### config.mk
export PLATFORM = sky130hd
export DESIGN_NAME = ddr3_burst_order
export DESIGN_NICKNAME = d
export VERILOG_FILES = /design/src/rtl/bo_pkg.sv /design/src/rtl/bo_cmd_decode.sv /design/src/rtl/bo_beat_map.sv /design/src/rtl/bo_pend_slot.sv /design/src/rtl/ddr3_burst_order.sv
export SDC_FILE = /design/constraint.sdc
export NUM_CORES = 1
export LEC_CHECK = 0
export BUFFER_PORTS_ARGS = -buffer_cell sky130_fd_sc_hd__buf_2
export CORE_MARGIN = 1.5
export CORE_UTILIZATION = 40
export DETAILED_ROUTE_END_ITERATION = 7
export PLACE_DENSITY = 0.65
export SYNTH_ARGS = -nofsm -noshare
export SYNTH_HDL_FRONTEND = slang
export SYNTH_SLANG_ARGS = --single-unit
### constraint.sdc
create_clock -name clk -period 2.73 [get_ports clk]
set_clock_uncertainty 0.1 [all_clocks]
set_input_delay 0.273 -clock clk [delete_from_list [all_inputs] [get_ports clk]]
set_output_delay 0.273 -clock clk [all_outputs]
set_load 0.01 [all_outputs]
### src/rtl/bo_pkg.sv
package bo_pkg;
    localparam int BEAT_W = 3;
    localparam int BEATS  = 1 << BEAT_W;
    localparam int HALF_W = BEAT_W - 1;

    typedef enum logic [1:0] {
        LEN_FIXED_FULL = 2'b00,
        LEN_ON_THE_FLY = 2'b01,
        LEN_FIXED_CHOP = 2'b10,
        LEN_RESERVED   = 2'b11
    } len_mode_e;

    typedef enum logic {
        ST_IDLE,
        ST_BURST
    } seq_state_e;

    typedef struct packed {
        logic              wr;
        logic              chop;
        logic              itlv;
        logic [BEAT_W-1:0] col;
    } burst_cmd_t;
endpackage

### src/rtl/bo_cmd_decode.sv
module bo_cmd_decode
    import bo_pkg::*;
(
    input  logic              write_i,
    input  logic              a12_i,
    input  logic [1:0]        len_i,
    input  logic              itlv_i,
    input  logic [BEAT_W-1:0] col_i,
    output burst_cmd_t        cmd_o
);
    logic chop;

    always_comb begin
        unique case (len_mode_e'(len_i))
            LEN_FIXED_CHOP: chop = 1'b1;
            LEN_ON_THE_FLY: chop = ~a12_i;
            LEN_FIXED_FULL: chop = 1'b0;
            LEN_RESERVED:   chop = 1'b0;
        endcase
    end

    assign cmd_o.wr   = write_i;
    assign cmd_o.chop = chop;
    assign cmd_o.itlv = itlv_i;
    assign cmd_o.col  = col_i;
endmodule

### src/rtl/bo_beat_map.sv
module bo_beat_map
    import bo_pkg::*;
(
    input  burst_cmd_t        cmd_i,
    input  logic [BEAT_W-1:0] idx_i,
    output logic [BEAT_W-1:0] offset_o,
    output logic              hiz_o
);
    logic [HALF_W-1:0] seq_low;
    logic [BEAT_W-1:0] xor_ord;
    logic [BEAT_W-1:0] seq_ord;
    logic [BEAT_W-1:0] wr_ord;
    logic              wr_half;

    // interleaved: bitwise XOR of start and beat number
    for (genvar b = 0; b < BEAT_W; b++) begin : g_xor
        assign xor_ord[b] = cmd_i.col[b] ^ idx_i[b];
    end

    // sequential: wrap inside the half, halves alternate by the top bit
    assign seq_low = cmd_i.col[HALF_W-1:0] + idx_i[HALF_W-1:0];
    assign seq_ord = {cmd_i.col[BEAT_W-1] ^ idx_i[BEAT_W-1], seq_low};

    // writes: only the top column bit of a chopped burst is honoured
    assign wr_half = cmd_i.chop & cmd_i.col[BEAT_W-1];
    assign wr_ord  = {wr_half ^ idx_i[BEAT_W-1], idx_i[HALF_W-1:0]};

    always_comb begin
        if (cmd_i.wr) begin
            offset_o = wr_ord;
        end else if (cmd_i.itlv) begin
            offset_o = xor_ord;
        end else begin
            offset_o = seq_ord;
        end
        hiz_o = ~cmd_i.wr & cmd_i.chop & idx_i[BEAT_W-1];
    end
endmodule

### src/rtl/bo_pend_slot.sv
module bo_pend_slot
    import bo_pkg::*;
(
    input  logic       clk,
    input  logic       rst_n,
    input  logic       load_i,
    input  logic       pop_i,
    input  burst_cmd_t cmd_i,
    output logic       full_o,
    output burst_cmd_t cmd_o
);
    always_ff @(posedge clk or negedge rst_n) begin
        if (!rst_n) begin
            full_o <= 1'b0;
            cmd_o  <= '0;
        end else begin
            if (load_i) begin
                full_o <= 1'b1;
                cmd_o  <= cmd_i;
            end else if (pop_i) begin
                full_o <= 1'b0;
            end
        end
    end
endmodule

### src/rtl/ddr3_burst_order.sv
module ddr3_burst_order
    import bo_pkg::*;
(
    input  logic              clk,
    input  logic              rst_n,
    input  logic              cmd_valid,
    input  logic              cmd_write,
    input  logic              cmd_a12,
    input  logic [BEAT_W-1:0] cmd_col,
    input  logic [1:0]        mode_len,
    input  logic              mode_interleave,
    output logic              beat_valid,
    output logic [BEAT_W-1:0] beat_idx,
    output logic [BEAT_W-1:0] beat_offset,
    output logic              beat_hiz
);
    localparam logic [BEAT_W-1:0] LAST_BEAT = BEAT_W'(BEATS - 1);

    seq_state_e        state_q, state_d;
    logic [BEAT_W-1:0] idx_q, idx_d;
    burst_cmd_t        cur_q, cur_d;
    burst_cmd_t        dec_cmd, src_cmd, slot_cmd;
    logic              slot_full, slot_load, slot_pop;
    logic              launch, last_beat;
    logic [BEAT_W-1:0] off_d;
    logic              hiz_d;

    bo_cmd_decode u_dec (
        .write_i (cmd_write),
        .a12_i   (cmd_a12),
        .len_i   (mode_len),
        .itlv_i  (mode_interleave),
        .col_i   (cmd_col),
        .cmd_o   (dec_cmd)
    );

    bo_pend_slot u_slot (
        .clk    (clk),
        .rst_n  (rst_n),
        .load_i (slot_load),
        .pop_i  (slot_pop),
        .cmd_i  (dec_cmd),
        .full_o (slot_full),
        .cmd_o  (slot_cmd)
    );

    assign last_beat = (idx_q == LAST_BEAT);
    assign src_cmd   = slot_full ? slot_cmd : dec_cmd;

    always_comb begin
        launch    = 1'b0;
        slot_load = 1'b0;
        slot_pop  = 1'b0;
        state_d   = state_q;
        idx_d     = idx_q;
        unique case (state_q)
            ST_IDLE: begin
                launch  = cmd_valid;
                state_d = cmd_valid ? ST_BURST : ST_IDLE;
            end
            ST_BURST: begin
                launch    = last_beat & (slot_full | cmd_valid);
                slot_pop  = last_beat & slot_full;
                slot_load = cmd_valid & (last_beat ? slot_full : ~slot_full);
                if (last_beat) begin
                    state_d = launch ? ST_BURST : ST_IDLE;
                end
                idx_d = idx_q + 1'b1;
            end
        endcase
        if (launch) begin
            idx_d = '0;
        end
        cur_d = launch ? src_cmd : cur_q;
    end

    bo_beat_map u_map (
        .cmd_i    (cur_d),
        .idx_i    (idx_d),
        .offset_o (off_d),
        .hiz_o    (hiz_d)
    );

    // state register
    always_ff @(posedge clk or negedge rst_n) begin
        if (!rst_n) begin
            state_q <= ST_IDLE;
            idx_q   <= '0;
            cur_q   <= '0;
        end else begin
            state_q <= state_d;
            idx_q   <= idx_d;
            cur_q   <= cur_d;
        end
    end

    // registered outputs
    always_ff @(posedge clk or negedge rst_n) begin
        if (!rst_n) begin
            beat_valid  <= 1'b0;
            beat_idx    <= '0;
            beat_offset <= '0;
            beat_hiz    <= 1'b0;
        end else begin
            beat_valid  <= (state_d == ST_BURST);
            beat_idx    <= (state_d == ST_BURST) ? idx_d : '0;
            beat_offset <= (state_d == ST_BURST) ? off_d : '0;
            beat_hiz    <= (state_d == ST_BURST) & hiz_d;
        end
    end
endmodule

# Word-level counts from Yosys, hierarchy flattened

Index checks and enable logic that the tools add are counted.

Add/sub/neg operators: 2
Eq/ne operators: 4
Mux-type cells: 19
Bitwise logic cells: 16
Reductions and logical operators: 3

Operator list:

| operator                                                               | number |
|---|---|
| 3-bit 2-to-1 mux                                                       | 5 |
| 6-bit 2-to-1 mux                                                       | 2 |
| 1-bit 2-to-1 mux                                                       | 8 |
| 1-bit AND                                                              | 7 |
| 2-bit equality test (second input constant)                            | 2 |
| 1-bit inverter                                                         | 4 |
| 1-bit case mux with 2 select lines                                     | 2 |
| 1-bit bitwise XOR                                                      | 4 |
| 3-bit by 1-bit adder with 3-bit output (second input constant)         | 1 |
| 3-bit equality test (second input constant)                            | 1 |
| 1-bit case mux with 3 select lines                                     | 1 |
| 2-bit adder                                                            | 1 |
| 2-bit by 1-bit equality test with 1-bit output (second input constant) | 1 |
| 2-bit logical NOT                                                      | 1 |
| 2-bit 2-to-1 mux                                                       | 1 |
| 2-bit nonzero test                                                     | 1 |
| 2-bit OR reduction                                                     | 1 |
| 1-bit bitwise OR                                                       | 1 |

Register bits: 24
Output and inout bits: 8

# Logic depth before layout (Yosys ltp)

Gate-level depths: netlist of the first run.

Depth after elaboration: 9
Mapped depth: 10

# By module

A second synthesis of the first run with hierarchy kept.

Cell total of the unflattened synthesis: 97
Area, all modules: 1231.2 um2

By module, submodules not included:

| module           | times used | cells an instance | area an instance (um2) |
|---|---|---|---|
| ddr3_burst_order | 1          | 61                | 780.7 |
| bo_pend_slot     | 1          | 16                | 289.0 |
| bo_beat_map      | 1          | 11                | 90.1 |
| bo_cmd_decode    | 1          | 9                 | 71.3 |

# Least setup slack after synthesis of the first run

OpenSTA, ideal clock, no wires.

Kind: reg2reg
Start point: reg idx_q[0]
End point: reg beat_offset[1]
Setup time: 0.079 ns
Data arrival time: 2.171 ns
Required time: 2.551 ns
Path slack: 0.380 ns
Stages on the path, launching flop included: 11
Clock period less this slack: 2.350 ns
Cell sequence: dfrtp_1 ha_1 ha_1 nor2b_1 nor2_2 nor2_1 a21oi_1 ha_1 o311ai_1 mux2i_1 mux2i_1

RTL lines:

| element                | line                    | text |
|---|---|---|
| start, declared        | ddr3_burst_order.sv:20  | `logic [BEAT_W-1:0] idx_q, idx_d;` |
| start signal, assigned | ddr3_burst_order.sv:92  | `idx_q <= idx_d;` |
| end signal, assigned   | ddr3_burst_order.sv:107 | `beat_offset <= (state_d == ST_BURST) ? off_d : '0;` |
| end, declared          | ddr3_burst_order.sv:14  | `output logic [BEAT_W-1:0] beat_offset,` |

==> results.txt, run 1 <==
Post-Synthesis Cell Area = 1160 µm²
CP startpoint kind = register
Post-route setup slack = 455 ps
Final ANT Viol Nets = 0
CTS resizes = 0
Yosys warning total = 0
CP Cell Sequence = ha_1, ha_1, nor2b_1, nor2_2, nor2_1, a21oi_1, ha_1, o311ai_1, mux2i_1, mux2i_1
Initial DRC count = 17
Clk sink count = 24
Netlist cell types = 28
Gpl congestion = 0.701
Worst-path clk slew = 130 ps
Routed via count = 809
WP data required = 2880 ps
P&R area growth vs syn = 15.1%
Initial antenna violation count = 0
Post-Route WL = 2170 µm
CP Capture Type = register
Final hold viol count = 0
Final period utilization = 0.833
F_max = 440 MHz
Crit-path leading delay family = adder cells
Mapped Nets = 115
IO Port Bufs = 18
Max_slew headroom = 0.637
Vias in the first global route = 761
Crit Path Category = register to register
Worst path max stage delay = 420 ps
Antenna Cells = 0
CP dominant cell by count = ha_1
Hold Crit Class = input pin to register
Final-report setup violation count = 0
Status = finished, final reports clean
Util after Layout = 0.484
Worst path bufs/invs = 0
Core ar. = 2760 µm²
Synth top area share = 0.518
Max Root-Sink Buffers = 2
Final net count = 139
Cell with the most instances after synthesis = dfrtp_1
Die Span X = 56.8 µm
GRT Total Usage = 0.144
Cell row count = 19
Tmin final = 2280 ps
Most instantiated cells after synthesis = dfrtp_1, mux2i_1, nand2_1, nor2_1, mux2_2
Pwr Density = 1210 nW/µm²
Post-Syn Instances = 99
Root buf cell = clkbuf_4
Worst Tran Pin Value = 544 ps
Hold buffers post-CTS = 1
GRT overflow = 0
IO Pins = 19
First-pass GRT wire length = 3510 µm
Syn_area_per_cell = 11.7 µm²
Initial DRT Pass Iterations = 4
Sequential area share after synthesis = 0.518
Routed vias/inst = 5.29
DIE HEIGHT = 56.8 µm
Initial Util = 0.420
Die area = 3230 µm²
Arrival time worst endpoint = 2430 ps
Drc violations = 0
Yosys reg bits = 24
CP max FO = 10
Setup TNS = 0 ps
Hold WS = 91.6 ps
CP max-delay cell = dfrtp_1
Synth Flop Type = dfrtp_1
Leak pwr = 0.650 nW
Worst VDD drop = 615 µV
Post-DR wirelength/cell = 14.2 µm
DP HPWL = 1580 µm
Asr flop ratio synth = 1.00
Ratio of cells with drive above 1 in the final layout = 0.295
Fin. max-slew vios = 0
Skew-Pair Late Insertion Delay = 310 ps
TritonCTS clock tree = yes
Synth area leader = dfrtp_1
Max Cap Viol = 0
Setup bufs post-CTS = 0
Largest net degree at the start of global routing = 25
Top cells by area, synth = dfrtp_1, mux2i_1, mux2_2, ha_1, a2111oi_4
Cts bufs inserted = 3
Htree depth = 1
RSZ-0062 raised after global routing = no
Post-place setup slack = 481 ps
Number of flops mapped to enable cells by yosys = 0
==> final timing paths <==
check,depth (start not counted),to,slack [ps],from
worst max-delay path,10,beat_offset[1]$_DFF_PN0_,450,idx_q[0]$_DFF_PN0_
worst min-delay path,2,u_slot.cmd_o[3]$_DFFE_PN0P_,90,mode_interleave
worst max register to register,10,beat_offset[1]$_DFF_PN0_,450,idx_q[0]$_DFF_PN0_
worst min register to register,2,u_slot.cmd_o[4]$_DFFE_PN0P_,410,u_slot.cmd_o[4]$_DFFE_PN0P_
max in group asynchronous,2,beat_offset[0]$_DFF_PN0_,1810,rst_n
min in group asynchronous,2,beat_offset[2]$_DFF_PN0_,360,rst_n
==> through the flow <==
step | power, mW | std cells | cell area, µm²
global placement | 1.39 | 148 | 1290
CTS | 1.62 | 153 | 1330
finish | 1.61 | 153 | 1330
floorplan | 1.20 | 99 | 1160
detailed placement | 1.43 | 148 | 1290
global route | 1.74 | 153 | 1330
==> kinds of logic after synthesis <==
| kind of cell | synth area share |
|---|---|
| simple gates | 0.108 |
| xor+xnor | 0.00756 |
| flops | 0.518 |
| mux | 0.136 |
| fa+ha+maj | 0.0540 |
| compound gates | 0.147 |
| buf+inv | 0.0292 |
==> placed cells by master, fill, tap and decap left out, types with 4 or more instances in the layout <==
| cell type | instances |
|---|---|
| o21ai_0 | 4 |
| nand2_1 | 7 |
| inv_1 | 5 |
| mux2_2 | 6 |
| dfrtp_1 | 24 |
| buf_2 | 18 |
| nor2_1 | 7 |
| mux2i_1 | 9 |
| ha_1 | 5 |
==> routing by layer <==
| metal | wire length, µm | part of all wire | global-route usage | vias to the layer above |
|---|---|---|---|---|
| li1 | - | - | - | 397 |
| met1 | 1050 | 0.49 | 0.202 | 401 |
| met2 | 1050 | 0.48 | 0.216 | 9 |
| met3 | 49 | 0.023 | 0.0230 | 2 |
| met4 | 21 | 0.0097 | 0.0698 | 0 |
| met5 | 0 | 0 | 0 | - |
==> power breakdown <==
part,internal (mW),switching (mW)
Clock,0.0815,0.109
Sequential,0.532,0.0750
Combinational,0.357,0.455
==> state kept, by name (all words and copies together), names as in the netlist <==
signal,flops
cur_q,6
u_slot.cmd_o,6
beat_idx,3
beat_offset,3
idx_q,3
beat_hiz,1
beat_valid,1
u_slot.full_o,1
==> worst register-to-register path: cells and delay by family, from the launching register on <==
kind	cells	cell delay, ps
fa+ha+maj	3	640
mux	2	460
compound gates	2	150
flops	1	420
simple gates	3	430
==> area by class of cell <==
class                   instances  area (µm²)
fillers                       254        1420
flip-flops and latches         24         601
multi-input cells              68         524
repair buffers                 21         115
well taps                      31        38.8
clock buffers                   4        36.3
inverters                       5        18.8
No activity file was read; power rests on OpenSTA's default activity.
==> run 2, diff against run 1 <==
--- a/config.mk
+++ b/config.mk
@@ -5,11 +5,12 @@
 export SDC_FILE = /design/constraint.sdc
 export NUM_CORES = 1
 export LEC_CHECK = 0
+export ABC_AREA = 1
 export BUFFER_PORTS_ARGS = -buffer_cell sky130_fd_sc_hd__buf_2
 export CORE_MARGIN = 1.5
 export CORE_UTILIZATION = 40
 export DETAILED_ROUTE_END_ITERATION = 7
-export PLACE_DENSITY = 0.65
+export PLACE_DENSITY = 0.67
 export SYNTH_ARGS = -nofsm -noshare
 export SYNTH_HDL_FRONTEND = slang
 export SYNTH_SLANG_ARGS = --single-unit
==> constraint.sdc (replaced) <==
create_clock -name clk -period 2.05 [get_ports clk]
set_clock_uncertainty 0.1 [all_clocks]
set_input_delay 0.205 -clock clk [delete_from_list [all_inputs] [get_ports clk]]
set_output_delay 0.205 -clock clk [all_outputs]
set_load 0.01 [all_outputs]
==> run 2 against run 1 <==
Effect of this change:
- core utilization rose by 5.2 points
- clock power rose by 81%
- non-clock buffer count is 8 higher
- wire length grew 8.1%
- global-route usage up 0.83 points
- critical endpoint is now u_slot.cmd_o[4]$_DFFE_PN0P_
- setup slack got worse by 350 ps
- final area is 12% higher
- hold slack got worse by 47 ps
- critical path type unchanged
- die area grew 2.2%
==> results.txt, run 2 <==
Pwr Density = 1590 nW/µm² (+32%)
Util after Layout = 0.535 (+0.0516)
Die area = 3300 µm² (+2.2%)
WP data required = 2150 ps (-730 ps)
Reg2reg end = u_slot.cmd_o[4]$_DFFE_PN0P_
DIE HEIGHT = 57.5 µm (+1.1%)
IO Pins = 19 (unchanged)
Routed via count = 968 (+20%)
Cell with the most instances after synthesis = nand2_1
Post-Route WL = 2350 µm (+8.1%)
Cell row count = 19 (unchanged)
Worst Tran Pin Value = 538 ps (-5.82 ps)
Root buf cell = clkbuf_4
Max Cap Viol = 0 (unchanged)
Final period utilization = 0.951 (+0.118)
Mapped Nets = 158 (+37%)
Core ar. = 2780 µm² (+0.86%)
Design Area, Final = 1490 µm² (+12%)
Netlist cell types = 24 (-14%)
Syn_area_per_cell = 8.35 µm² (-29%)
Antenna Cells = 0 (unchanged)
Final net count = 189 (+36%)
Drc violations = 0 (unchanged)
Die Span X = 57.5 µm (+1.1%)
Crit Path Category = register to register
Initial Util = 0.426 (+0.00631)
P&R area growth vs syn = 25.5%
Final hold viol count = 0 (unchanged)
Asr flop ratio synth = 1.00 (unchanged)
F_max = 513 MHz (+17%)
Vias in the first global route = 892 (+17%)
Clk sink count = 24 (unchanged)
Area of the multi-input gates = 527 µm² (+0.48%)
Worst-path clk slew = 140 ps (about the same)
Max_slew headroom = 0.641 (+0.00388)
Wl on met1 = 1050 µm (-0.85%)
R2R setup slack = 100 ps (-350 ps)
Setup TNS = 0 ps (unchanged)
Htree depth = 1 (unchanged)
GRT overflow = 0 (unchanged)
R2r startpoint = idx_q[1]$_DFF_PN0_
Synth area leader = dfrtp_1
Reg area = 601 µm² (unchanged)
Max Used Layer = met4
Fin. max-slew vios = 0 (unchanged)
First-pass GRT wire length = 3860 µm (+9.8%)
Skew-Pair Late Insertion Delay = 320 ps (about the same)
Ratio of cells with drive above 1 in the final layout = 0.291 (-0.00438)
Cts bufs inserted = 3 (unchanged)
Number of flops mapped to enable cells by yosys = 0 (unchanged)
Most instantiated cells after synthesis = nand2_1, dfrtp_1, inv_1
Post-Syn Instances = 142 (+43%)
Arrival time worst endpoint = 2050 ps (-380 ps)
Max Root-Sink Buffers = 2 (unchanged)
Largest regs = cur_q (6), u_slot.cmd_o (6)
Final-report setup violation count = 0 (unchanged)
Critical hold path startpoint = cmd_col[1]
Post-place setup slack = -60.3 ps (-541 ps)
Post-DR wirelength/cell = 11.6 µm (-19%)
Top cells by area, synth = dfrtp_1, nand2_1, inv_1, ha_1, o21ai_0
CP max FO = 11 (+1)
Gpl congestion = 0.815 (+16%)
TritonCTS clock tree = yes
Reg2reg path depth = 7 (-3)
Commonest non-fill, non-tap cells in the layout = nand2_1, dfrtp_1, inv_1, buf_2, nor2_1
DP HPWL = 1710 µm (+8.4%)
Worst setup startpoint = idx_q[1]$_DFF_PN0_
Worst VDD drop = 1020 µV (+66%)
Placed Area = 1320 µm² (+2.3%)
RSZ-0062 raised after global routing = yes
WL met2 = 1210 µm (+16%)
Initial DRC count = 17 (unchanged)
Hold Crit Class = input pin to register
Fill cell count = 261 (+2.8%)
Synth top area share = 0.506 (-0.0120)
Yosys reg bits = 24 (unchanged)
Final Total Pwr = 2.37 mW (+47%)
Post-Synthesis Cell Area = 1190 µm² (+2.4%)
CP Capture Type = register
Largest net degree at the start of global routing = 25 (unchanged)
CP startpoint kind = register
Synth Flop Type = dfrtp_1
Status = finished, final reports clean
IO Port Bufs = 18 (unchanged)
Yosys warning total = 0 (unchanged)
Most common cell after layout, fill and taps aside = nand2_1
Initial DRT Pass Iterations = 4 (unchanged)
CP endpoint = u_slot.cmd_o[4]$_DFFE_PN0P_
Sequential area share after synthesis = 0.506 (-0.0120)
Post-route setup slack = 100 ps (-355 ps)
Initial antenna violation count = 0 (unchanged)
Final ANT Viol Nets = 0 (unchanged)
GRT Total Usage = 0.152 (+0.00828)
Leak pwr = 0.813 nW (+25%)
Tmin final = 1950 ps (-325 ps)
Routed vias/inst = 4.77 (-9.8%)
WL met3 = 61 µm (+24%)
## run 2: per-stage QoR
stage	cells	hold slack (ps)
3_5_place_dp	191	123
4_1_cts	200	28.8
2_1_floorplan	142	-191
6_report	203	45.1
5_1_grt	203	34.4
3_3_place_gp	191	111
## run 2: cell families (layout without fill, tap and decap cells)
kind of cell,after synthesis,count (layout),share of synthesized area
AO/OA/AOI/OAI,17,17,0.0939
XOR/XNOR,1,1,0.00739
adder cells (fa/ha/maj),5,5,0.0527
buffers and inverters,25,55,0.0865
flip-flops,24,24,0.506
AND/OR/NAND/NOR,70,70,0.253
## run 2: how the worst min path moves through the flow
stage                                  end  slack, ps  depth (start not counted)
2_1_floorplan           beat_hiz$_DFF_PN0_       -190                          0
3_5_place_dp     u_slot.full_o$_DFFE_PN0P_        120                          1
5_1_grt        u_slot.cmd_o[0]$_DFFE_PN0P_         30                          3
4_1_cts        u_slot.cmd_o[1]$_DFFE_PN0P_         30                          3
3_3_place_gp   u_slot.cmd_o[3]$_DFFE_PN0P_        110                          1
6_report       u_slot.cmd_o[1]$_DFFE_PN0P_         50                          3
## run 2: power breakdown
part	switching [mW]	internal, mW	total [mW]
clock	0.146	0.198	0.344
sequential	0.0996	0.700	0.800
combinational	0.713	0.512	1.22
total	0.959	1.41	2.37
## run 2: timing repair
| action | CTS | global route |
|---|---|---|
| buffers inserted | 2 | 3 |
| hold buffers | 3 | 0 |
| pin swaps | 2 | 8 |
| endpoints found under the setup margin | 1 | 5 |
| hold endpoints to repair | 26 | 0 |
| gates resized for setup | 3 | 15 |
## run 2: layer usage
layer / GRT usage / vias up
met4: 0.0631 / 0
met5: 0 / -
met2: 0.256 / 10
met1: 0.190 / 455
met3: 0.0295 / 4
li1: - / 499
## run 2: critical path, stage by stage, from the launching register on
cell and delay [ps]:
dfrtp_1 430, ha_2 210, ha_4 170, ha_1 270, nor3_1 260, inv_1 210
nand2_1 100, o21ai_0 90
## run 2: final cells by class
type                            count  share of cell area
Clock buffer                        3              0.0151
Clock inverter                      1              0.0202
Inverter                           22              0.0555
Multi-Input combinational cell     93               0.354
Sequential cell                    24               0.403
Tap cell                           31              0.0261
Timing Repair Buffer               29               0.126
==> run 3, diff against run 2 <==
--- a/config.mk
+++ b/config.mk
@@ -10,7 +10,9 @@
 export CORE_MARGIN = 1.5
 export CORE_UTILIZATION = 40
 export DETAILED_ROUTE_END_ITERATION = 7
-export PLACE_DENSITY = 0.67
+export GPL_TIMING_DRIVEN = 0
+export PLACE_DENSITY = 0.66
 export SYNTH_ARGS = -nofsm -noshare
 export SYNTH_HDL_FRONTEND = slang
+export SYNTH_HIERARCHICAL = 1
 export SYNTH_SLANG_ARGS = --single-unit
==> run 3 against run 2 <==
Effect of this change:
- final cell count rose by 14%
- synthesized cell count is 14% higher
- maximum frequency rose by 0.98%
- core utilization decreased by 1.1 points
- flip-flop and latch count is the same
- first-iteration DRC count fell by 18%
- critical path depth did not move
- critical path type unchanged
==> results.txt, run 3 <==
Largest regs = cur_q (6), u_slot/cmd_o (6)
Ratio of cells with drive above 1 in the final layout = 0.314 (+0.0231)
Worst Tran Pin Value = 522 ps (-16.8 ps)
Skew-Pair Late Insertion Delay = 300 ps (-20 ps)
Netlist cell types = 21 (-13%)
CP endpoint = u_slot/cmd_o[0]$_DFFE_PN0P_
Most instantiated cells after synthesis = nand2_1, dfrtp_1, inv_1
Top cells by area, synth = dfrtp_1, nand2_1, ha_1, inv_1, buf_4
Root buf cell = clkbuf_4
Fin. max-slew vios = 0 (unchanged)
Routed via count = 1032 (+6.6%)
Worst-path clk slew = 130 ps (about the same)
Yosys reg bits = 24 (unchanged)
Number of flops mapped to enable cells by yosys = 0 (unchanged)
First-pass GRT wire length = 4040 µm (+4.6%)
CP startpoint kind = register
Largest net degree at the start of global routing = 25 (unchanged)
Final ANT Viol Nets = 0 (unchanged)
Crit Path Category = register to register
IO Pins = 19 (unchanged)
Initial Util = 0.428 (+0.00119)
R2r startpoint = idx_q[0]$_DFF_PN0_
Worst VDD drop = 495 µV (-52%)
Final period utilization = 0.942 (-0.00928)
Syn_area_per_cell = 8.13 µm² (-2.7%)
Max Root-Sink Buffers = 2 (unchanged)
Initial DRT Pass Iterations = 4 (unchanged)
Post-Route WL = 2350 µm (+0.13%)
Routed vias/inst = 4.45 (-6.7%)
Most common cell after layout, fill and taps aside = nand2_1
Setup TNS = 0 ps (unchanged)
Leak pwr = 0.886 nW (+9.0%)
Post-place setup slack = -328 ps (-268 ps)
CP max FO = 7 (-4)
Initial antenna violation count = 0 (unchanged)
Worst setup startpoint = idx_q[0]$_DFF_PN0_
Post-Synthesis Cell Area = 1320 µm² (+11%)
Sequential area share after synthesis = 0.456 (-0.0501)
Post-route setup slack = 119 ps (+19.0 ps)
Synth top area share = 0.456 (-0.0501)
IO Port Bufs = 13 (-5)
Synth area leader = dfrtp_1
Htree depth = 1 (unchanged)
Final Total Pwr = 2.48 mW (+4.9%)
Max Cap Viol = 0 (unchanged)
Commonest non-fill, non-tap cells in the layout = nand2_1, dfrtp_1, inv_1
CP Capture Type = register
DP HPWL = 1710 µm (-0.23%)
TritonCTS clock tree = yes
Pwr Density = 1540 nW/µm² (-3.1%)
R2R setup slack = 120 ps (+20 ps)
Antenna Cells = 0 (unchanged)
Reg2reg path depth = 7 (unchanged)
Initial DRC count = 14 (-3)
GRT Total Usage = 0.148 (-0.00446)
Cts bufs inserted = 3 (unchanged)
F_max = 518 MHz (+0.98%)
Status = finished, final reports clean
Util after Layout = 0.524 (-0.0113)
Drc violations = 0 (unchanged)
P&R area growth vs syn = 22.5%
Core ar. = 3080 µm² (+11%)
Mapped Nets = 179 (+13%)
Arrival time worst endpoint = 2030 ps (-20 ps)
Post-Syn Instances = 162 (+14%)
GRT overflow = 0 (unchanged)
Hold Crit Class = input pin to register
Die Span X = 60.4 µm (+5.1%)
Final-report setup violation count = 0 (unchanged)
Final net count = 206 (+9.0%)
Yosys warning total = 6 (+6)
Tmin final = 1930 ps (-19.0 ps)
Reg2reg end = u_slot/cmd_o[0]$_DFFE_PN0P_
Hold WS = 21.7 ps (-23.4 ps)
Gpl congestion = 0.757 (-7.1%)
WP data required = 2150 ps (about the same)
Cell row count = 20 (+1)
Vias in the first global route = 1017 (+14%)
Synth Flop Type = dfrtp_1
Fill cell count = 298 (+14%)
DIE HEIGHT = 60.4 µm (+5.1%)
Die area = 3640 µm² (+10%)
Asr flop ratio synth = 1.00 (unchanged)
Cell with the most instances after synthesis = nand2_1
Post-DR wirelength/cell = 10.1 µm (-12%)
Final hold viol count = 0 (unchanged)
Clk sink count = 24 (unchanged)
Max_slew headroom = 0.652 (+0.0112)
run 3: changes by cell type in the layout (fill, tap and decap cells not counted), sizes merged, moves of 2 or more:
cell,delta
o21ai,-12
nand2,+31
a21oi,-2
nand3,+3
nor2,-3
run 3: cell type report:
cell class / count / area, µm² / share of cell area
inverter: 23 / 98.8 / 0.0613
sequential: 24 / 601 / 0.372
timing repair buffer: 21 / 133 / 0.0822
multi-input combinational: 108 / 606 / 0.375
tap: 44 / 55.1 / 0.0341
clock inverter: 1 / 30.0 / 0.0186
buffer: 8 / 67.6 / 0.0419
clock buffer: 3 / 22.5 / 0.0140
run 3: critical path, cell delays in order, from the launching register on:
cell and delay (ps):
dfrtp_1 410, ha_2 190, ha_1 190, ha_1 320
nor3_4 340, inv_2 140, nand2_1 80, nand2_1 50
run 3: cells by family after synthesis:
group	Yosys count	share of synthesized area
simple gates	98	0.342
buf+inv	31	0.125
fa+ha+maj	6	0.0570
compound gates	1	0.00666
xor+xnor	2	0.0133
flops	24	0.456
run 3: power breakdown:
group	switching (mW)	internal, mW	total (mW)
clock network	0.132	0.197	0.329
registers	0.0845	0.702	0.786
logic	0.814	0.555	1.37
total	1.03	1.45	2.48
run 3: layer usage:
layer / global-route usage / vias up / part of all wire
met5: 0 / - / 0
met4: 0.0476 / 0 / 0.011
met3: 0.0256 / 2 / 0.017
met2: 0.269 / 9 / 0.54
met1: 0.177 / 485 / 0.43
li1: - / 536 / -
run 3: through the flow:
step | instances | area [µm²]
after CTS | 227 | 1540
after global placement | 219 | 1440
after floorplan | 162 | 1320
final | 232 | 1610
after global routing | 232 | 1610
after detailed placement | 219 | 1440
run 3: what timing repair did:
item	4_1_cts	5_1_grt
setup endpoints to repair	8	7
cloned	0	1
setup buffers	1	4
hold buffers	3	0
pin swaps	1	4
resized for setup	2	11
endpoints found under the hold margin	26	0
run 3: worst min-delay path by stage:
stage                          startpoint                     endpoint  slack, ps  depth (start not counted)
final                          cmd_col[1]  u_slot/cmd_o[1]$_DFFE_PN0P_         20                          3
after global routing           cmd_col[1]  u_slot/cmd_o[1]$_DFFE_PN0P_          7                          3
after CTS                 mode_interleave  u_slot/cmd_o[3]$_DFFE_PN0P_          9                          3
after detailed placement            rst_n  u_slot/cmd_o[5]$_DFFE_PN0P_        120                          1
after global placement              rst_n  u_slot/cmd_o[1]$_DFFE_PN0P_        100                          1
after floorplan                     rst_n           beat_hiz$_DFF_PN0_       -190                          0
